--- src/rtl/pwm_lock_pkg.sv ---
package pwm_lock_pkg;

  // control word bit positions
  localparam int CTRL_W       = 9;
  localparam int CB_EN        = 0;
  localparam int CB_MODE_LO   = 1;
  localparam int CB_MODE_HI   = 2;
  localparam int CB_DUTY_POS  = 3;
  localparam int CB_INACT_POS = 4;
  localparam int CB_LOCK      = 6;
  localparam int CB_LOWPWR    = 8;

  localparam logic [1:0] MODE_CONT = 2'b01;

  // byte offsets of the register slots
  localparam logic [7:0] OFS_CNT    = 8'h00;
  localparam logic [7:0] OFS_PERIOD = 8'h04;
  localparam logic [7:0] OFS_DUTY   = 8'h08;
  localparam logic [7:0] OFS_CTRL   = 8'h0C;

  typedef struct packed {
    logic duty_pos;
    logic inact_pos;
  } pol_t;

endpackage

--- src/rtl/pwm_lock_regs.sv ---
module pwm_lock_regs
  import pwm_lock_pkg::*;
#(
  parameter int DATA_W = 32,
  parameter int ADDR_W = 4,
  parameter int CNT_W  = 32
) (
  input  logic              clk,
  input  logic              rst_n,
  input  logic              psel,
  input  logic              penable,
  input  logic              pwrite,
  input  logic [ADDR_W-1:0] paddr,
  input  logic [DATA_W-1:0] pwdata,
  input  logic [CNT_W-1:0]  cnt_val,
  output logic [DATA_W-1:0] prdata,
  output logic [CNT_W-1:0]  stg_period,
  output logic [CNT_W-1:0]  stg_duty,
  output pol_t              stg_pol,
  output logic              lock,
  output logic              run
);

  localparam logic [ADDR_W-1:0] A_CNT  = ADDR_W'(OFS_CNT);
  localparam logic [ADDR_W-1:0] A_PER  = ADDR_W'(OFS_PERIOD);
  localparam logic [ADDR_W-1:0] A_DUTY = ADDR_W'(OFS_DUTY);
  localparam logic [ADDR_W-1:0] A_CTRL = ADDR_W'(OFS_CTRL);

  logic              wr_en;
  logic              per_we, duty_we, ctrl_we;
  logic [CNT_W-1:0]  per_q, per_d;
  logic [CNT_W-1:0]  duty_q, duty_d;
  logic [CTRL_W-1:0] ctrl_q, ctrl_d;

  // write decode and next-state values
  always_comb begin
    wr_en   = psel && penable && pwrite;
    per_we  = wr_en && (paddr == A_PER);
    duty_we = wr_en && (paddr == A_DUTY);
    ctrl_we = wr_en && (paddr == A_CTRL);
    per_d   = pwdata[CNT_W-1:0];
    duty_d  = pwdata[CNT_W-1:0];
    ctrl_d  = pwdata[CTRL_W-1:0];
  end

  always_ff @(posedge clk or negedge rst_n) begin
    if (!rst_n) begin
      per_q  <= '0;
      duty_q <= '0;
      ctrl_q <= '0;
    end else begin
      if (per_we)  per_q  <= per_d;
      if (duty_we) duty_q <= duty_d;
      if (ctrl_we) ctrl_q <= ctrl_d;
    end
  end

  // read mux
  always_comb begin
    prdata = '0;
    if (psel && !pwrite) begin
      case (paddr)
        A_CNT:   prdata[CNT_W-1:0]  = cnt_val;
        A_PER:   prdata[CNT_W-1:0]  = per_q;
        A_DUTY:  prdata[CNT_W-1:0]  = duty_q;
        A_CTRL:  prdata[CTRL_W-1:0] = ctrl_q;
        default: prdata = '0;
      endcase
    end
  end

  // decoded fields
  always_comb begin
    stg_period         = per_q;
    stg_duty           = duty_q;
    stg_pol.duty_pos   = ctrl_q[CB_DUTY_POS];
    stg_pol.inact_pos  = ctrl_q[CB_INACT_POS];
    lock               = ctrl_q[CB_LOCK];
    run                = ctrl_q[CB_EN] && !ctrl_q[CB_LOWPWR] &&
                         (ctrl_q[CB_MODE_HI:CB_MODE_LO] == MODE_CONT);
  end

  // a write aimed at the counter slot leaves every register alone
  a_r3_cnt_write_ignored: assert property (@(posedge clk) disable iff (!rst_n)
    (wr_en && paddr == A_CNT) |=> ($stable(per_q) && $stable(duty_q) && $stable(ctrl_q)));

  // staged registers move only on a bus write
  a_r2_hold_without_write: assert property (@(posedge clk) disable iff (!rst_n)
    !wr_en |=> ($stable(per_q) && $stable(duty_q) && $stable(ctrl_q)));

endmodule

--- src/rtl/pwm_lock_cnt.sv ---
module pwm_lock_cnt #(
  parameter int CNT_W = 32
) (
  input  logic             clk,
  input  logic             rst_n,
  input  logic             run,
  input  logic [CNT_W-1:0] act_period,
  output logic [CNT_W-1:0] cnt,
  output logic             wrap
);

  logic [CNT_W-1:0] cnt_q, cnt_d;
  logic [CNT_W:0]   step_ext;
  logic             cnt_ce;

  always_comb begin
    step_ext = {1'b0, cnt_q} + {{CNT_W{1'b0}}, 1'b1};
    wrap     = step_ext >= {1'b0, act_period};
    cnt_ce   = 1'b1;
    if (!run || wrap) cnt_d = '0;
    else              cnt_d = step_ext[CNT_W-1:0];
  end

  always_ff @(posedge clk or negedge rst_n) begin
    if (!rst_n)      cnt_q <= '0;
    else if (cnt_ce) cnt_q <= cnt_d;
  end

  assign cnt = cnt_q;

  // a stopped channel holds the counter at zero
  a_r4_idle_counter_zero: assert property (@(posedge clk) disable iff (!rst_n)
    !run |=> (cnt_q == '0));

  // the count never reaches the active period
  a_r5_cnt_below_period: assert property (@(posedge clk) disable iff (!rst_n)
    (run && act_period > 1) |-> (cnt_q < act_period));

endmodule

--- src/rtl/pwm_lock_commit.sv ---
module pwm_lock_commit
  import pwm_lock_pkg::*;
#(
  parameter int CNT_W = 32
) (
  input  logic             clk,
  input  logic             rst_n,
  input  logic             lock,
  input  logic             run,
  input  logic             wrap,
  input  logic [CNT_W-1:0] stg_period,
  input  logic [CNT_W-1:0] stg_duty,
  input  pol_t             stg_pol,
  output logic [CNT_W-1:0] act_period,
  output logic [CNT_W-1:0] act_duty,
  output pol_t             act_pol
);

  logic             commit;
  logic [CNT_W-1:0] per_q, duty_q;
  pol_t             pol_q;

  always_comb begin
    commit = !lock && (!run || wrap);
  end

  always_ff @(posedge clk or negedge rst_n) begin
    if (!rst_n) begin
      per_q  <= '0;
      duty_q <= '0;
      pol_q  <= '0;
    end else if (commit) begin
      per_q  <= stg_period;
      duty_q <= stg_duty;
      pol_q  <= stg_pol;
    end
  end

  assign act_period = per_q;
  assign act_duty   = duty_q;
  assign act_pol    = pol_q;

  // nothing reaches the active set while the lock is held
  a_r8_locked_frozen: assert property (@(posedge clk) disable iff (!rst_n)
    lock |=> ($stable(per_q) && $stable(duty_q) && $stable(pol_q)));

endmodule

--- src/rtl/pwm_lock_chan.sv ---
module pwm_lock_chan
  import pwm_lock_pkg::*;
#(
  parameter int DATA_W = 32,
  parameter int ADDR_W = 4,
  parameter int CNT_W  = 32
) (
  input  logic              clk,
  input  logic              rst_n,
  input  logic              psel,
  input  logic              penable,
  input  logic              pwrite,
  input  logic [ADDR_W-1:0] paddr,
  input  logic [DATA_W-1:0] pwdata,
  output logic [DATA_W-1:0] prdata,
  output logic              pwm_out
);

  logic             rst_meta_q, rst_sync_n;
  logic [CNT_W-1:0] cnt, stg_period, stg_duty, act_period, act_duty;
  pol_t             stg_pol, act_pol;
  logic             lock, run, wrap, in_duty;

  // reset: asserted at once, released on the second clock edge
  always_ff @(posedge clk or negedge rst_n) begin
    if (!rst_n) begin
      rst_meta_q <= 1'b0;
      rst_sync_n <= 1'b0;
    end else begin
      rst_meta_q <= 1'b1;
      rst_sync_n <= rst_meta_q;
    end
  end

  pwm_lock_regs #(.DATA_W(DATA_W), .ADDR_W(ADDR_W), .CNT_W(CNT_W)) u_regs (
    .clk        (clk),
    .rst_n      (rst_sync_n),
    .psel       (psel),
    .penable    (penable),
    .pwrite     (pwrite),
    .paddr      (paddr),
    .pwdata     (pwdata),
    .cnt_val    (cnt),
    .prdata     (prdata),
    .stg_period (stg_period),
    .stg_duty   (stg_duty),
    .stg_pol    (stg_pol),
    .lock       (lock),
    .run        (run)
  );

  pwm_lock_cnt #(.CNT_W(CNT_W)) u_cnt (
    .clk        (clk),
    .rst_n      (rst_sync_n),
    .run        (run),
    .act_period (act_period),
    .cnt        (cnt),
    .wrap       (wrap)
  );

  pwm_lock_commit #(.CNT_W(CNT_W)) u_commit (
    .clk        (clk),
    .rst_n      (rst_sync_n),
    .lock       (lock),
    .run        (run),
    .wrap       (wrap),
    .stg_period (stg_period),
    .stg_duty   (stg_duty),
    .stg_pol    (stg_pol),
    .act_period (act_period),
    .act_duty   (act_duty),
    .act_pol    (act_pol)
  );

  // left-aligned waveform from the active set
  always_comb begin
    in_duty = cnt < act_duty;
    if (!run)         pwm_out = act_pol.inact_pos;
    else if (in_duty) pwm_out = act_pol.duty_pos;
    else              pwm_out = !act_pol.duty_pos;
  end

  // zero duty never shows the active level
  a_r6_zero_duty_inactive: assert property (@(posedge clk) disable iff (!rst_sync_n)
    (run && act_duty == '0) |-> (pwm_out == !act_pol.duty_pos));

  // a stopped channel rests at the idle level
  a_r4_idle_level: assert property (@(posedge clk) disable iff (!rst_sync_n)
    !run |-> (pwm_out == act_pol.inact_pos));

  // a new duty shows up only as a running period begins
  a_r9_commit_at_start: assert property (@(posedge clk) disable iff (!rst_sync_n)
    (run && !$stable(act_duty)) |-> (cnt == '0));

  // a new period value shows up only as a running period begins
  a_r9_period_at_start: assert property (@(posedge clk) disable iff (!rst_sync_n)
    (run && !$stable(act_period)) |-> (cnt == '0));

endmodule

--- config.mk ---
export PLATFORM = sky130hd
export DESIGN_NAME = pwm_lock_chan
export DESIGN_NICKNAME = d
export VERILOG_FILES = /design/src/rtl/pwm_lock_pkg.sv /design/src/rtl/pwm_lock_regs.sv /design/src/rtl/pwm_lock_cnt.sv /design/src/rtl/pwm_lock_commit.sv /design/src/rtl/pwm_lock_chan.sv
export SDC_FILE = /design/constraint.sdc
export NUM_CORES = 1
export LEC_CHECK = 0
export BUFFER_PORTS_ARGS = -buffer_cell sky130_fd_sc_hd__buf_2
export CAP_MARGIN = 20
export CORE_MARGIN = 2
export CORE_UTILIZATION = 40
export CTS_CLUSTER_DIAMETER = 200
export DETAILED_ROUTE_END_ITERATION = 12
export HOLD_SLACK_MARGIN = 0.03
export PLACE_DENSITY = 0.63
export SETUP_SLACK_MARGIN = 0.4
export SLEW_MARGIN = 25
export SYNTH_ARGS = -nofsm -noshare
export SYNTH_HDL_FRONTEND = slang
export SYNTH_SLANG_ARGS = --single-unit
--- constraint.sdc ---
create_clock -name clk -period 6.2 [get_ports clk]
set_clock_uncertainty 0.1 [all_clocks]
set_input_delay 1.24 -clock clk [delete_from_list [all_inputs] [get_ports clk]]
set_output_delay 1.24 -clock clk [all_outputs]
set_load 0.05 [all_outputs]
==> results.json, run 1 <==
{
  "path_cells": "ha_1, nand3_1, nor4_1, nand4_1, xnor2_1, ha_1, nand4_1, inv_1, a221o_1, o31ai_1, o22a_4, buf_12, mux2_2",
  "p_int_mw": 2.29,
  "clockBufferDepth": 2,
  "pwr-share-clk_pct": 38.7,
  "final_common_cell": "dfrtp_1",
  "cts_sinks": 173,
  "hpwl_mm": 15.1,
  "synth_edf_count": 0,
  "cp-end-kind": "register",
  "cts_tree": "built",
  "fin_crit_sh_pct": 78.4,
  "dp.cells": 1215,
  "drive_gt1_share_pct": 29.2,
  "drc": 0,
  "htree_levels": 4,
  "drt_wl_total_mm": 21.7,
  "antenna_found_initial": 0,
  "diodes": 0,
  "dieArea_um2": 25000,
  "die_w_um": 158,
  "synth_fp_nets": 952,
  "synthCells": 847,
  "seqCellArea_um2": 4330,
  "syn_avg_cell_area_um2": 11.2,
  "holdBufCountCts": 0,
  "powerDensity_nw_per_um2": 284,
  "maxCapViolCount": 0,
  "ant_nets": 0,
  "outcome": "completed",
  "wl_per_cell_um": 17.4,
  "ys_seq_elements": 173,
  "grt-ovfl-total": 0,
  "final_nets": 1021,
  "hold_viol_final": 0,
  "grt_max_degree": 172,
  "static-leakage-power_nw": 5.43,
  "multi_input_area_um2": 4780,
  "routabilityCongestion": 0.805,
  "num_rows": 56,
  "start_util_pct": 40.7,
  "peakVddDrop_uv": 166,
  "critPathMaxStageDelay_ns": 0.62,
  "criticalPathCategory": "reg -> reg",
  "cp-start-kind": "register",
  "cts_buffers": 17,
  "num-fill-cells": 2169,
  "firstDrtPassIters": 4,
  "combPwrFrac_pct": 17.1,
  "cts-root-buf": "clkbuf_16",
  "cts_resized": 0,
  "coreArea_um2": 23400,
  "ys_types": 51,
  "path_max_fanout": 34,
  "post_cts.repair.setup_buffers": 0,
  "final.setup.tns_ns": 0,
  "synth_seq_area_share_pct": 45.5,
  "pin_count": 74,
  "whs_ns": 0.220,
  "rsz0062_at_grt": "false",
  "fp.dieH_um": 158,
  "area_growth_pct": 14.9,
  "critPathBufInv": 2,
  "p_switching_uw": 813,
  "cp.required_ns": 6.41,
  "ys.warnings.count": 0,
  "synthesis.area_um2": 9520,
  "path_delay_family": "compound AO/OA/AOI/OAI gates",
  "worst_hold_path_type": "reg -> async",
  "grt_pass1_vias": 6457,
  "worstPathArrival_ns": 5.07,
  "fin_area_um2": 10900,
  "portBuffers": 73,
  "first_iter_violations": 377,
  "p_sw_share_pct": 26.2,
  "synthArstFlopShare_pct": 100,
  "slowest_stage": "nor4_1",
  "grt_pass1_wl_mm": 35.8,
  "final_util_pct": 46.7,
  "vias_per_cell": 5.11,
  "placed_cell_area_um2": 10200,
  "final_cells": 1248,
  "seqPwrFrac_pct": 44.1,
  "drv_slew": 0,
  "worst_skew_pair.late_latency_ns": 0.43,
  "clk_pin_slew_ns": 0.06,
  "ys.flop_type": "dfrtp_1",
  "clock.fmax_mhz": 206,
  "num_vias": 6373,
  "worst_slew_margin_rel_pct": 32.7,
  "mostFrequentLayoutCells": "dfrtp_1 (172), mux2_2 (99), nor2_1 (88), buf_2 (73), inv_1 (68)",
  "grtUsageTotal_pct": 18.7,
  "tightest_slew_ns": 1.01,
  "setup_viol": 0,
  "period_needed_ns": 4.86
}
==> per-layer routing <==
layer | vias to the layer above | GRT usage [%] | wire length, um
met5 | - | 0 | 0
met4 | 0 | 4.63 | 240
met1 | 3132 | 26.4 | 10500
li1 | 3101 | - | -
met2 | 129 | 29.9 | 10100
met3 | 11 | 3.27 | 864
==> synth_stat cells (10+ instances only) <==
| library cell | number | share of area (%) |
|---|---|---|
| dfrtp_1 | 173 | 45 |
| nand2_1 | 56 | 2.2 |
| nand4_1 | 17 | 1.1 |
| mux2_2 | 99 | 12 |
| mux2_4 | 40 | 6.3 |
| o21ai_0 | 10 | 0.53 |
| and3_1 | 14 | 0.92 |
| inv_1 | 68 | 2.7 |
| nand3_1 | 22 | 1.2 |
| clkbuf_1 | 16 | 0.63 |
| a21oi_1 | 44 | 2.3 |
| mux2i_1 | 23 | 2.4 |
| nor2_1 | 88 | 3.5 |
| xnor2_1 | 22 | 2.0 |
| ha_1 | 64 | 8.4 |
==> through the flow <==
| step | worst slack (ns) | total power [mW] |
|---|---|---|
| after floorplan | 0.922 | 1.78 |
| after global placement | 1.50 | 1.91 |
| after detailed placement | 1.37 | 1.92 |
| after CTS | 1.35 | 3.13 |
| after global routing | 0.980 | 3.26 |
| final | 1.34 | 3.11 |
==> kinds of logic (layout without fill, tap and decap cells) <==
kind of cell	Yosys count	in the layout	synth area share, %
AND/OR/NAND/NOR	228	228	11.3
flip-flops	173	173	45.5
buffers and inverters	102	184	4.54
AO/OA/AOI/OAI	78	78	4.89
XOR/XNOR	30	30	2.76
other	1	1	0.0394
multiplexers	171	171	22.6
adder cells (fa/ha/maj)	64	64	8.41
==> sequential cells by signal (all words and copies together) (netlist names) <==
signal and cells:
u_cnt.cnt 32, u_commit.act_duty 32, u_commit.act_period 32, u_regs.stg_duty 32
u_regs.stg_period 32, u_regs.ctrl_q 9, u_commit.act_pol 2, rst_meta_q 1
rst_sync_n 1
==> power groups by stage <==
stage | Sequential (mW) | Clock [mW] | Combinational (mW)
after global routing | 1.39 | 1.27 | 0.594
after global placement | 1.39 | 0 | 0.524
after CTS | 1.37 | 1.22 | 0.538
final | 1.37 | 1.20 | 0.532
after detailed placement | 1.39 | 0 | 0.534
after floorplan | 1.37 | 0 | 0.410
==> area by class of cell <==
cell class                 instances  area share (%)
multi-input combinational        572            43.7
sequential                       173            39.6
timing repair buffer              84            4.62
clock buffer                      22            4.34
tap                              319            3.65
inverter                          68            2.33
clock inverter                    10            1.69
==> worst register-to-register path, stage by stage, from the launching register on <==
cell and delay (ns):
dfrtp_1 0.47, ha_1 0.22, nand3_1 0.28, nor4_1 0.62, nand4_1 0.19, xnor2_1 0.21
ha_1 0.28, nand4_1 0.16, inv_1 0.06, a221o_1 0.31, o31ai_1 0.52, o22a_4 0.60
buf_12 0.33, mux2_2 0.40
==> path summary, 6_finish.rpt <==
kind	slack, ns	depth (start not counted)	startpoint	to
setup / recovery	1.34	13	u_cnt.cnt[0]	u_commit.act_duty[30]
max in group asynchronous	4.95	2	rst_sync_n	u_cnt.cnt[24]
hold / removal	0.22	1	rst_sync_n	u_regs.stg_period[9]
min in group clk	0.25	0	rst_meta_q	rst_sync_n
hold reg to reg	0.22	1	rst_sync_n	u_regs.stg_period[9]
setup reg to reg	1.34	13	u_cnt.cnt[0]	u_commit.act_duty[30]
(Power assumes the default switching activity.)
==> run 2, diff against run 1 <==
PLACE_DENSITY = 0.65   (was 0.63)
clock period = 4.1 ns   (was 6.2 ns; I/O delays follow)
==> run 2 against run 1 <==
Net effect: worst setup slack got worse by 0.98 ns; sequential power is 53% higher; power grew 54%; cell area rose by 10%; non-clock buffer count up 66; count of clock-buffer cells in the layout down 4; worst hold slack lost 0.16 ns; largest power group unchanged.
==> results.json, run 2 (synthesis gave the netlist of run 1 again) <==
{
  "static-leakage-power_nw": 5.97,
  "worst_slew_margin_rel_pct": 62.0,
  "dieArea_um2": 25000,
  "worst_hold_path_type": "in -> async",
  "final_nets": 1090,
  "cts-root-buf": "clkbuf_16",
  "cts_tree": "built",
  "portBuffers": 73,
  "setup_viol": 0,
  "fin_area_um2": 12100,
  "placed_cell_area_um2": 10500,
  "worst_skew_pair.late_latency_ns": 0.43,
  "start_util_pct": 40.7,
  "dp.cells": 1250,
  "die_w_um": 158,
  "path_cells": "buf_6, ha_4, nand3_4, buf_6, nor2_4, buf_12, buf_6, nand3_4, xnor2_2, ha_1, nand3_2, nor4_4, a31oi_2, o211a_1, o22a_4, clkbuf_16, mux2_4",
  "grt_max_degree": 74,
  "final_cells": 1317,
  "fin_crit_sh_pct": 91.3,
  "drc": 0,
  "cts_buffers": 17,
  "worstPathArrival_ns": 3.95,
  "clockBufferDepth": 2,
  "cp-start-kind": "register",
  "diodes": 0,
  "final_util_pct": 51.5,
  "grt-ovfl-total": 0,
  "period_needed_ns": 3.74,
  "path_max_fanout": 7,
  "grtUsageTotal_pct": 19.5,
  "hold_viol_final": 0,
  "coreArea_um2": 23400,
  "num_rows": 56,
  "wl_per_cell_um": 18.5,
  "critPathMaxStageDelay_ns": 0.41,
  "grt_pass1_vias": 7063,
  "peakVddDrop_uv": 278,
  "reg2reg_depth": 17,
  "htree_levels": 4,
  "drt_wl_total_mm": 24.4,
  "area_growth_pct": 26.6,
  "cp.required_ns": 4.31,
  "outcome": "completed",
  "final.setup.tns_ns": 0,
  "vias_per_cell": 5.22,
  "holdBufCountCts": 0,
  "slowest_stage": "dfrtp_1",
  "grt_pass1_wl_mm": 37.6,
  "cp_common_cell": "buf_6",
  "final_common_cell": "dfrtp_1",
  "powerDensity_nw_per_um2": 396,
  "tightest_slew_ns": 0.568,
  "clock.fmax_mhz": 267,
  "num_vias": 6873,
  "first_iter_violations": 431,
  "criticalPathCategory": "reg -> reg",
  "num-fill-cells": 2056,
  "firstDrtPassIters": 4,
  "maxCapViolCount": 0,
  "routabilityCongestion": 0.815,
  "drive_gt1_share_pct": 39.5,
  "cp-end-kind": "register",
  "antenna_found_initial": 0,
  "rsz0062_at_grt": "true",
  "ant_nets": 0,
  "mostFrequentLayoutCells": "dfrtp_1 (162), nor2_1 (87), mux2_2 (73), buf_2 (72), inv_1 (68)",
  "drv_slew": 0,
  "pin_count": 74,
  "clk_pin_slew_ns": 0.07,
  "cts_sinks": 173,
  "hpwl_mm": 16.0,
  "fp.dieH_um": 158
}
run 2: stage by stage:
stage | hold WS (ns) | setup WS (ns) | power, mW
2_1_floorplan | 0.231 | 0.464 | 2.69
3_3_place_gp | 0.234 | 0.139 | 2.90
3_5_place_dp | 0.236 | 0.0925 | 2.92
4_1_cts | 0.0456 | 0.359 | 4.62
5_1_grt | 0.0457 | 0.255 | 5.02
6_report | 0.0598 | 0.357 | 4.78
run 2: area by class of cell:
| cell class | instances | area, um^2 | share of cell area (%) |
|---|---|---|---|
| Inverter | 68 | 255 | 2.12 |
| Clock inverter | 14 | 156 | 1.30 |
| Sequential cell | 173 | 4350 | 36.1 |
| Tap cell | 319 | 399 | 3.31 |
| Clock buffer | 18 | 429 | 3.56 |
| Timing Repair Buffer | 150 | 1160 | 9.67 |
| Multi-Input combinational cell | 575 | 5300 | 44.0 |
run 2: where the power goes:
group / total, mW / switching (mW) / internal (mW)
Clock: 1.62 / 0.715 / 0.910
Combinational: 1.07 / 0.503 / 0.562
Sequential: 2.09 / 0.163 / 1.92
run 2: final timing paths:
path                       slack, ns          from                    end
setup / recovery                0.36  u_cnt.cnt[1]  u_commit.act_duty[19]
hold / removal                  0.06         rst_n             rst_sync_n
setup reg to reg                0.36  u_cnt.cnt[1]  u_commit.act_duty[19]
hold reg to reg                 0.18    rst_sync_n    u_regs.stg_duty[10]
max in group asynchronous       2.62    rst_sync_n          u_cnt.cnt[27]
min in group clk                0.25    rst_meta_q             rst_sync_n
run 2: timing repair:
action | in CTS | in global routing
pin swaps | 11 | 30
cloned | 2 | 7
setup endpoints to repair | 99 | 99
gates resized for setup | 28 | 95
setup buffers | 10 | 15
run 2: routing by layer:
layer / vias up / global-route usage, % / part of all wire [%] / routed length, um
met5: - / 0 / 0 / 0
met4: 0 / 6.18 / 1.9 / 454
met3: 28 / 3.05 / 5.0 / 1220
met2: 152 / 31.3 / 48 / 11700
met1: 3462 / 27.2 / 45 / 11000
li1: 3231 / - / - / -
run 2: critical path: cells and delay by family (launching register included):
kind	cells	cell delay, ns
flops	1	0.41
mux	1	0.30
xor+xnor	1	0.15
simple gates	5	0.79
fa+ha+maj	2	0.47
buf+inv	5	0.70
compound gates	3	0.69
